--- src/rtl/wkt_pkg.sv ---
package wkt_pkg;
   // Counter width able to hold mant << exp for every legal exponent.
   function automatic int period_width(input int mant_w, input int exp_w);
      return mant_w + (1 << exp_w) - 1;
   endfunction
   localparam int PREFIX_W = 3;
endpackage

--- src/rtl/wkt_period.sv ---
module wkt_period #(
   parameter int EXP_W      = 5,
   parameter int MANT_W     = 8,
   parameter bit PERIOD_REG = 1'b0,
   localparam int CNT_W     = wkt_pkg::period_width(MANT_W, EXP_W)
) (
   input  logic              clk,
   input  logic              rst_n,
   input  logic [EXP_W-1:0]  exp_r,
   input  logic [MANT_W-1:0] mant_m,
   output logic [CNT_W-1:0]  period
);
   logic [CNT_W-1:0] shifted;
   assign shifted = CNT_W'(mant_m) << exp_r;

   generate
      if (PERIOD_REG) begin : g_reg
         always_ff @(posedge clk or negedge rst_n) begin
            if (!rst_n) period <= '0;
            else        period <= shifted;
         end
      end else begin : g_comb
         assign period = shifted;
      end
   endgenerate
endmodule

--- src/rtl/wkt_counter.sv ---
module wkt_counter #(
   parameter int CNT_W = 39
) (
   input  logic             clk,
   input  logic             rst_n,
   input  logic             tick,
   input  logic             run_en,
   input  logic [CNT_W-1:0] period,
   output logic             expire_now,
   output logic             fire
);
   logic             en_q;
   logic             armed;
   logic [CNT_W-1:0] cnt;
   logic [CNT_W-1:0] cnt_nx;
   logic             arm_rise;
   logic             live;

   assign arm_rise   = run_en & ~en_q;
   assign cnt_nx     = cnt + CNT_W'(1);
   assign live       = run_en & ~arm_rise & armed & tick & (period != '0);
   assign expire_now = live & (cnt_nx >= period);

   always_ff @(posedge clk or negedge rst_n) begin
      if (!rst_n) begin
         en_q  <= 1'b0;
         armed <= 1'b0;
         cnt   <= '0;
         fire  <= 1'b0;
      end else begin
         en_q <= run_en;
         fire <= expire_now;
         if (!run_en) begin
            armed <= 1'b0;
            cnt   <= '0;
         end else if (arm_rise) begin
            armed <= 1'b1;
            cnt   <= '0;
         end else if (expire_now) begin
            armed <= 1'b0;
            cnt   <= '0;
         end else if (live) begin
            cnt <= cnt_nx;
         end
      end
   end
endmodule

--- src/rtl/wkt_window.sv ---
module wkt_window #(
   parameter int DUTY_W = 7,
   localparam int WIN_W = DUTY_W + 1
) (
   input  logic              clk,
   input  logic              rst_n,
   input  logic              tick,
   input  logic              mode_en,
   input  logic [DUTY_W-1:0] duty_d,
   input  logic              load,
   output logic              rx_win
);
   logic [WIN_W-1:0] left;

   always_ff @(posedge clk or negedge rst_n) begin
      if (!rst_n)                      left <= '0;
      else if (!mode_en)               left <= '0;
      else if (load)                   left <= {duty_d, 1'b1};
      else if (tick && left != '0)     left <= left - WIN_W'(1);
   end

   assign rx_win = (left != '0);
endmodule

--- src/rtl/wkt_status.sv ---
module wkt_status (
   input  logic clk,
   input  logic rst_n,
   input  logic set,
   input  logic clr,
   output logic flag
);
   always_ff @(posedge clk or negedge rst_n) begin
      if (!rst_n)   flag <= 1'b0;
      else if (set) flag <= 1'b1;
      else if (clr) flag <= 1'b0;
   end
endmodule

--- src/rtl/wake_duty_timer.sv ---
module wake_duty_timer #(
   parameter int EXP_W      = 5,
   parameter int MANT_W     = 8,
   parameter int DUTY_W     = 7,
   parameter bit PERIOD_REG = 1'b0
) (
   input  logic                      clk,
   input  logic                      rst_n,
   input  logic                      tick,
   input  logic                      wake_en,
   input  logic [EXP_W+MANT_W+2:0]   wkup_cmd,
   input  logic [DUTY_W:0]           ldc_cmd,
   input  logic                      stat_ack,
   output logic                      wake_pulse,
   output logic                      wake_flag,
   output logic                      irq_n,
   output logic                      rx_win
);
   localparam int CNT_W = wkt_pkg::period_width(MANT_W, EXP_W);

   generate
      if (EXP_W < 1 || EXP_W > 6) begin : g_bad_exp
         $error("EXP_W must lie in 1..6");
      end
      if (MANT_W < 1 || DUTY_W < 1) begin : g_bad_width
         $error("MANT_W and DUTY_W must be positive");
      end
   endgenerate

   logic [EXP_W-1:0]  exp_r;
   logic [MANT_W-1:0] mant_m;
   logic [CNT_W-1:0]  period;
   logic              expire_now;

   assign mant_m = wkup_cmd[MANT_W-1:0];
   assign exp_r  = wkup_cmd[MANT_W +: EXP_W];

   wkt_period #(.EXP_W(EXP_W), .MANT_W(MANT_W), .PERIOD_REG(PERIOD_REG)) u_period (
      .clk(clk), .rst_n(rst_n), .exp_r(exp_r), .mant_m(mant_m), .period(period));

   wkt_counter #(.CNT_W(CNT_W)) u_counter (
      .clk(clk), .rst_n(rst_n), .tick(tick), .run_en(wake_en), .period(period),
      .expire_now(expire_now), .fire(wake_pulse));

   wkt_window #(.DUTY_W(DUTY_W)) u_window (
      .clk(clk), .rst_n(rst_n), .tick(tick), .mode_en(ldc_cmd[0]),
      .duty_d(ldc_cmd[DUTY_W:1]), .load(expire_now), .rx_win(rx_win));

   wkt_status u_status (
      .clk(clk), .rst_n(rst_n), .set(expire_now), .clr(stat_ack), .flag(wake_flag));

   assign irq_n = ~wake_flag;
endmodule

--- config.mk ---
export PLATFORM = sky130hd
export DESIGN_NAME = wake_duty_timer
export DESIGN_NICKNAME = d
export VERILOG_FILES = /design/src/rtl/wkt_pkg.sv /design/src/rtl/wkt_period.sv /design/src/rtl/wkt_counter.sv /design/src/rtl/wkt_window.sv /design/src/rtl/wkt_status.sv /design/src/rtl/wake_duty_timer.sv
export SDC_FILE = /design/constraint.sdc
export NUM_CORES = 1
export LEC_CHECK = 0
export BUFFER_PORTS_ARGS = -buffer_cell sky130_fd_sc_hd__clkbuf_2
export CAP_MARGIN = 20
export CORE_ASPECT_RATIO = 0.8
export CORE_MARGIN = 4
export CORE_UTILIZATION = 52
export CTS_CLUSTER_DIAMETER = 200
export DETAILED_ROUTE_END_ITERATION = 8
export PLACE_DENSITY = 0.78
export SLEW_MARGIN = 40
export SYNTH_ARGS = -nofsm -noshare
export SYNTH_HDL_FRONTEND = slang
export SYNTH_SLANG_ARGS = --single-unit
--- constraint.sdc ---
create_clock -name clk -period 5.7 [get_ports clk]
set_input_delay 1.14 -clock clk [delete_from_list [all_inputs] [get_ports clk]]
set_output_delay 1.14 -clock clk [all_outputs]
set_load 0.01 [all_outputs]
==> impl_metrics.toml, run 1 <==
[run_status]
outcome = "complete, no violations"

[finish]
antenna_cells = 0
post-route-util_pct = 58.8
n_fill_cell = 846
drive_gt1_share_pct = 11.0
nets = 689
synthToLayoutAreaGrowth_pct = 8.50

[route]
wl_per_cell_um = 18.9
num_vias = 4839
viasPerCell = 6.59
drc = 0
drt_iter0_drc = 387
postRouteAntennaNets = 0
first_pass_iters = 5
wirelength_um = 13900

[die]
core_area_mm2 = 0.00923
num_io_pins = 33
initial_core_util_pct = 54.2
rows = 31
die_w_um = 118
die_y_um = 95.7
die_area_mm2 = 0.0113

[critical_path]
critical-path-max-stage-delay_ns = 0.42
worstPathMaxFanout = 19
r2r-start = "u_counter.cnt[0]$_DFFE_PN0P_"
cp-end-kind = "flop"
crit_cells = 19
worstPathArrival_ns = 5.27
critPathLaunchType = "primary input"
worstPathRequired_ns = 5.90
crit_chain = "clkbuf_2 > mux2i_1 > buf_4 > mux2_2 > a21oi_1 > nor2_1 > a21oi_1 > nand2_1 > ha_1 > and4_1 > and4_1 > o221ai_1 > o2111a_1 > o211ai_1 > buf_4 > nand3_1 > a21oi_1 > buf_4 > mux2i_1"
cp_slowest_cell = "a21oi_1"
path_class = "primary input to flop"
crit_buf_inv = 4
r2r_cells = 17
reg2reg_to = "u_window.left[7]$_DFFE_PN0P_"
rrSetupSlack_ns = 0.64
cp_top_family = "compound AO/OA/AOI/OAI gates"

[timing]
finalSetupTns_ns = 0
finalClockSkew_ns = 0.00414
worst_pin_slew_ns = 0.775
finalCritPeriodShare_pct = 88.9
finalSetupViolCount = 0
rsz0062_at_grt = "no"
hold_viol_final = 0
drv_slew = 0
min_period_ns = 5.07
fmax_mhz = 197
fin_ws_ns = 0.633
maxSlewHeadroom_pct = 48.1

[clock_network]
cts_sinks = 51
cts-resized-gates = 0
clkSlewWorstSetupHoldPaths_ns = 0.06
postCtsHoldBufs = 0
cts_made_buffers = 5
clock_path_buffers = 2
clk_latency_ns = 0.29
cts_tree = "built"
post_cts_buffers = 0
cts-root-buf = "clkbuf_16"
cts_max_level = 2

[synth]
ys_warn_count = 0
synth-seq-area-share_pct = 25.5
synth-edff-count = 0
synth_seq_cells = 51
avgSynthCellArea_um2 = 8.38
synthCells = 597
synth_cell_types = 67
synth_common_cells = "nand2_1, dfrtp_1, ha_1, nor2_1"
synthArstFlopShare_pct = 100
syn-cell-area_mm2 = 0.00500
synthesis.nets = 668
yosysTopAreaCell = "dfrtp_1"
yosysMostFrequentCell = "nand2_1"
ys.flop_type = "dfrtp_1"
synth.area.top_cells = "dfrtp_1, ha_1, nand2_1"
synth.top_cell.area_share_pct = 25.5

[place]
hpwl_um = 10600
io_buffer_count = 29
place_congestion = 0.995
dp_worst_setup_slack_ns = 0.479

[job]
drv_cap = 0

[global_routing]
overflow = 0
antenna_found_initial = 0
grt_pass1_wl_um = 22900
grt_pass1_vias = 4552
grtUsageTotal_pct = 25.0
grt_max_degree = 52

[power]
p_total_mw = 1.05
leakagePower_nw = 2.39
ir_worst_vdd_uv = 120
powerDensity_mw_per_mm2 = 194

[hold_path]
hold_depth = 2
hold_end = "u_status.flag$_DFFE_PN0P_"
hp-start = "u_status.flag$_DFFE_PN0P_"
worst_hold_path_type = "flop to flop"
[metrics by stage]
stage	instances	instance area (µm²)	hold slack, ns
2_1_floorplan	597	5000	0.486
3_5_place_dp	726	5270	0.531
6_report	734	5430	0.537
5_1_grt	734	5430	0.583
3_3_place_gp	726	5270	0.509
4_1_cts	734	5430	0.545
[sequential cells by signal, summed over array words and instances (netlist names)]
register and count:
u_counter.armed 1, u_counter.cnt 39, u_counter.fire 1, u_counter.en_q 1
u_status.flag 1, u_window.left 8
[worst min-delay path: cells and delay by family, from the launching register on]
kind	cells	cell delay, ns
AOI/OAI and AO/OA	1	0.11
buffers and inverters	1	0.05
DFF	1	0.34
[metal layers]
metal / share of wire, % / global-route usage, % / wire (µm)
met1: 44 / 35.0 / 6150
met2: 46 / 41.6 / 6440
met3: 8.9 / 4.23 / 1240
met4: 0.42 / 4.78 / 58
met5: 0 / 0 / 0
[how the worst max path moves through the flow]
stage	start	to	slack, ns
finish	wkup_cmd[9]	u_window.left[7]$_DFFE_PN0P_	0.63
global route	u_counter.cnt[0]$_DFFE_PN0P_	u_window.left[7]$_DFFE_PN0P_	0.34
CTS	u_counter.cnt[0]$_DFFE_PN0P_	u_window.left[7]$_DFFE_PN0P_	0.73
detailed placement	wkup_cmd[9]	u_window.left[7]$_DFFE_PN0P_	0.48
global placement	wkup_cmd[9]	u_window.left[2]$_DFFE_PN0P_	0.60
floorplan	wkup_cmd[6]	u_counter.cnt[10]$_DFFE_PN0P_	0.93
[where the power goes]
group	total (mW)	switching [mW]	internal (mW)
logic	0.334	0.204	0.129
registers	0.403	0.0193	0.384
clock network	0.315	0.128	0.187
[final cells by class]
class,count,area [µm²],share of cell area (%)
Timing Repair Buffer,43,263,4.84
Clock buffer,8,156,2.88
Multi-Input combinational cell,500,3530,64.9
Inverter,17,63.8,1.18
Tap cell,115,144,2.65
Sequential cell,51,1280,23.5
[cell usage in the layout, fill, tap and decap left out, types with 4 or more instances in the layout]
master	synthesis	final
nand2b_1	15	15
nor3_1	12	12
o2bb2ai_1	4	4
clkbuf_2	0	29
o31ai_1	10	10
o21ai_0	31	31
a32o_1	27	27
clkbuf_16	0	5
and4_1	9	9
buf_4	0	13
xor2_1	11	11
o22ai_1	9	9
dfrtp_1	51	51
nand4_1	10	10
ha_1	42	42
a22oi_1	4	4
mux2i_1	17	17
inv_1	16	16
a21oi_1	18	18
xnor2_1	31	31
o211ai_1	8	8
or3_1	5	5
nand2_1	82	82
and3_1	13	13
and2_1	8	8
a21o_1	4	4
or2_2	5	5
a32oi_1	4	4
nor2b_1	4	4
nor2_1	32	32
nand3_1	26	26
[kinds of logic (layout without fill, tap and decap cells)]
family	after synthesis	count (layout)	synth area share (%)
xor gates and xnor gates	42	42	7.35
buffers and inverters	46	68	4.10
muxes	24	24	5.58
AOI/OAI and AO/OA	159	159	23.6
adders and majority gates	42	42	10.5
and+or+nand+nor	233	233	23.4
DFF	51	51	25.5
(Power assumes the default switching activity.)
==> run 2, diff against run 1 <==
--- a/config.mk
+++ b/config.mk
@@ -5,6 +5,7 @@
 export SDC_FILE = /design/constraint.sdc
 export NUM_CORES = 1
 export LEC_CHECK = 0
+export ABC_AREA = 1
 export BUFFER_PORTS_ARGS = -buffer_cell sky130_fd_sc_hd__clkbuf_2
 export CAP_MARGIN = 20
 export CORE_ASPECT_RATIO = 0.8
==> constraint.sdc (replaced) <==
create_clock -name clk -period 5.7 [get_ports clk]
set_input_delay 1.14 -clock clk [delete_from_list [all_inputs] [get_ports clk]]
set_output_delay 1.14 -clock clk [all_outputs]
set_load 0.1 [all_outputs]
==> impl_metrics.toml, run 2 <==
[finish]
final_common_cell = "nand2_1"
final_cells = 915
nets = 866
largest_reg_flops = 39
synthToLayoutAreaGrowth_pct = 6.49
drive_gt1_share_pct = 8.67
antenna_cells = 0
final_cell_mix = "nand2_1, inv_1, nand4_1, nand3_1, dfrtp_1"
regMostFlops = "u_counter.cnt"
reg_top3 = "u_counter.cnt x39, u_window.left x8"

[clock_network]
cts-resized-gates = 0
clk_latency_ns = 0.29
cts_made_buffers = 5
cts_max_level = 2
post_cts_buffers = 0
postCtsHoldBufs = 0
cts_sinks = 51
cts_tree = "built"
clkSlewWorstSetupHoldPaths_ns = 0.06
clock_path_buffers = 2
cts-root-buf = "clkbuf_16"

[critical_path]
critical-path-max-stage-delay_ns = 0.52
cp_top_family = "simple AND/OR/NAND/NOR gates"
worstPathMaxFanout = 16
r2r-start = "u_counter.cnt[0]$_DFFE_PN0P_"
path_class = "flop to flop"
cp-end-kind = "flop"
worstPathArrival_ns = 5.32
critPathLaunchType = "flop"
cp-startpoint = "u_counter.cnt[0]$_DFFE_PN0P_"
worstPathRequired_ns = 5.93
cp_slowest_cell = "a21oi_2"
crit_buf_inv = 1
crit_chain = "ha_1 > nand3_1 > nor2_2 > nand3_1 > nor4_1 > nand2_1 > nor3_2 > nand2_1 > xor2_1 > inv_1 > ha_1 > nand3_1 > nor4_1 > nand3_1 > nand2_1 > nand3_2 > a21oi_2 > nand2_1 > nand2_1"
cpMostUsedCell = "nand2_1"

[die]
die_y_um = 96.7
rows = 32
die_area_mm2 = 0.0115
initial_core_util_pct = 53.2
core_area_mm2 = 0.00961
num_io_pins = 33
die_w_um = 119

[timing]
finalCritPeriodShare_pct = 89.3
worst_pin_slew_ns = 0.731
finalClockSkew_ns = 0.00498
rsz0062_at_grt = "no"
drv_slew = 0
hold_slack_ns = 0.450
min_period_ns = 5.09
finalSetupTns_ns = 0
finalSetupViolCount = 0
maxSlewHeadroom_pct = 51.2
hold_viol_final = 0
fmax_mhz = 197

[synth]
synth_compound_area_share_pct = 5.75
synthesis.nets = 852
synthCells = 781
yosysTopAreaCell = "dfrtp_1"
synth-seq-area-share_pct = 25.0
yosysMostFrequentCell = "nand2_1"
ys.flop_type = "dfrtp_1"
synth_top_family_by_area = "simple AND/OR/NAND/NOR gates"
synthMuxAreaShare_pct = 0
syn-cell-area_mm2 = 0.00511
ys_warn_count = 0
synth-edff-count = 0
synth-simple-area-share_pct = 42.7
synthArstFlopShare_pct = 100
synth.top_cell.area_share_pct = 25.0
synth_common_cells = "nand2_1, inv_1, nand4_1, nand3_1, dfrtp_1"
synthXorXnorAreaFrac_pct = 7.20
avgSynthCellArea_um2 = 6.55
synth_seq_cells = 51
synth.area.top_cells = "dfrtp_1, nand2_1, ha_1"
synth_cell_types = 38
synth_fa_ha_area_share_pct = 10.3

[route]
wirelength_um = 14200
viasPerCell = 5.88
drc = 0
first_pass_iters = 6
wl_per_cell_um = 15.6
num_vias = 5382
postRouteAntennaNets = 0
drt_iter0_drc = 752

[global_routing]
grtUsageTotal_pct = 24.6
grt_max_degree = 52
antenna_found_initial = 0
overflow = 0
grt_pass1_vias = 4851
grt_pass1_wl_um = 23500

[power]
powerDensity_mw_per_mm2 = 206
leakagePower_nw = 2.94
ir_worst_vdd_uv = 148
p_total_mw = 1.12

[run_status]
outcome = "complete, no violations"

[place]
hpwl_um = 11200
io_buffer_count = 29
place_congestion = 1.02
place_inst = 907

[hold_path]
hp-start = "u_counter.en_q$_DFF_PN0_"
worst_hold_path_type = "flop to flop"

[job]
drv_cap = 0
==> run 2: cell count changes after synthesis, moves of 17 or more <==
cell / before / now
nand2_1: 82 / 272
inv_1: 16 / 77
nand4_1: 10 / 62
nand3_1: 26 / 57
a32o_1: 27 / 0
xnor2_1: 31 / 10
xor2_1: 11 / 32
mux2i_1: 17 / 0
==> run 2: worst register-to-register path, stage by stage, from the launching register on <==
cell and delay [ns]:
dfrtp_1 0.46, ha_1 0.22, nand3_1 0.16, nor2_2 0.25
nand3_1 0.20, nor4_1 0.46, nand2_1 0.22, nor3_2 0.27
nand2_1 0.11, xor2_1 0.20, inv_1 0.07, ha_1 0.31
nand3_1 0.16, nor4_1 0.34, nand3_1 0.15, nand2_1 0.34
nand3_2 0.39, a21oi_2 0.52, nand2_1 0.12, nand2_1 0.09
==> run 2: through the flow <==
| stage | cell area, µm² | util [%] | worst slack (ns) |
|---|---|---|---|
| floorplan | 5110 | - | 1.91 |
| global placement | 5290 | 55.0 | 0.820 |
| detailed placement | 5290 | 55.0 | 0.627 |
| CTS | 5440 | 56.7 | 0.809 |
| global route | 5440 | 56.7 | 0.312 |
| finish | 5440 | 56.7 | 0.611 |
==> run 2: kinds of logic (layout without fill, tap and decap cells) <==
logic type,after synthesis,after routing
and+or+nand+nor,484,484
DFF,51,51
adders and majority gates,42,42
buffers and inverters,108,123
xor gates and xnor gates,42,42
AOI/OAI and AO/OA,54,54
==> run 2: report_power, final <==
group	leakage, nW	internal (mW)	switching, mW
sequential	0.701	0.388	0.0277
clock	0.0772	0.187	0.126
combinational	2.16	0.128	0.266
==> run 2: per-layer routing <==
| layer | up-vias | GRT usage (%) | routed length, µm |
|---|---|---|---|
| met5 | - | 0 | 0 |
| met4 | 0 | 6.59 | 371 |
| met3 | 34 | 7.54 | 1520 |
| met2 | 256 | 35.5 | 5870 |
| met1 | 2479 | 35.7 | 6480 |
| li1 | 2613 | - | - |
==> run 2: area by class of cell <==
type | instances | area (µm²)
clock buffer | 8 | 156
multi-input combinational | 622 | 3370
sequential | 51 | 1280
fill | 938 | 4170
timing repair buffer | 35 | 190
tap | 119 | 149
inverter | 80 | 300
==> run 2: final timing paths <==
path / slack [ns] / cells past startpoint / endpoint
max in group asynchronous: 4.31 / 2 / u_counter.cnt[27]$_DFFE_PN0P_
min in group asynchronous: 0.95 / 2 / u_counter.cnt[10]$_DFFE_PN0P_
worst max register to register: 0.61 / 19 / u_window.left[6]$_DFFE_PN0P_
worst max-delay path: 0.61 / 19 / u_window.left[6]$_DFFE_PN0P_
worst min-delay path: 0.45 / 1 / u_counter.armed$_DFFE_PN0P_
worst min register to register: 0.45 / 1 / u_counter.armed$_DFFE_PN0P_
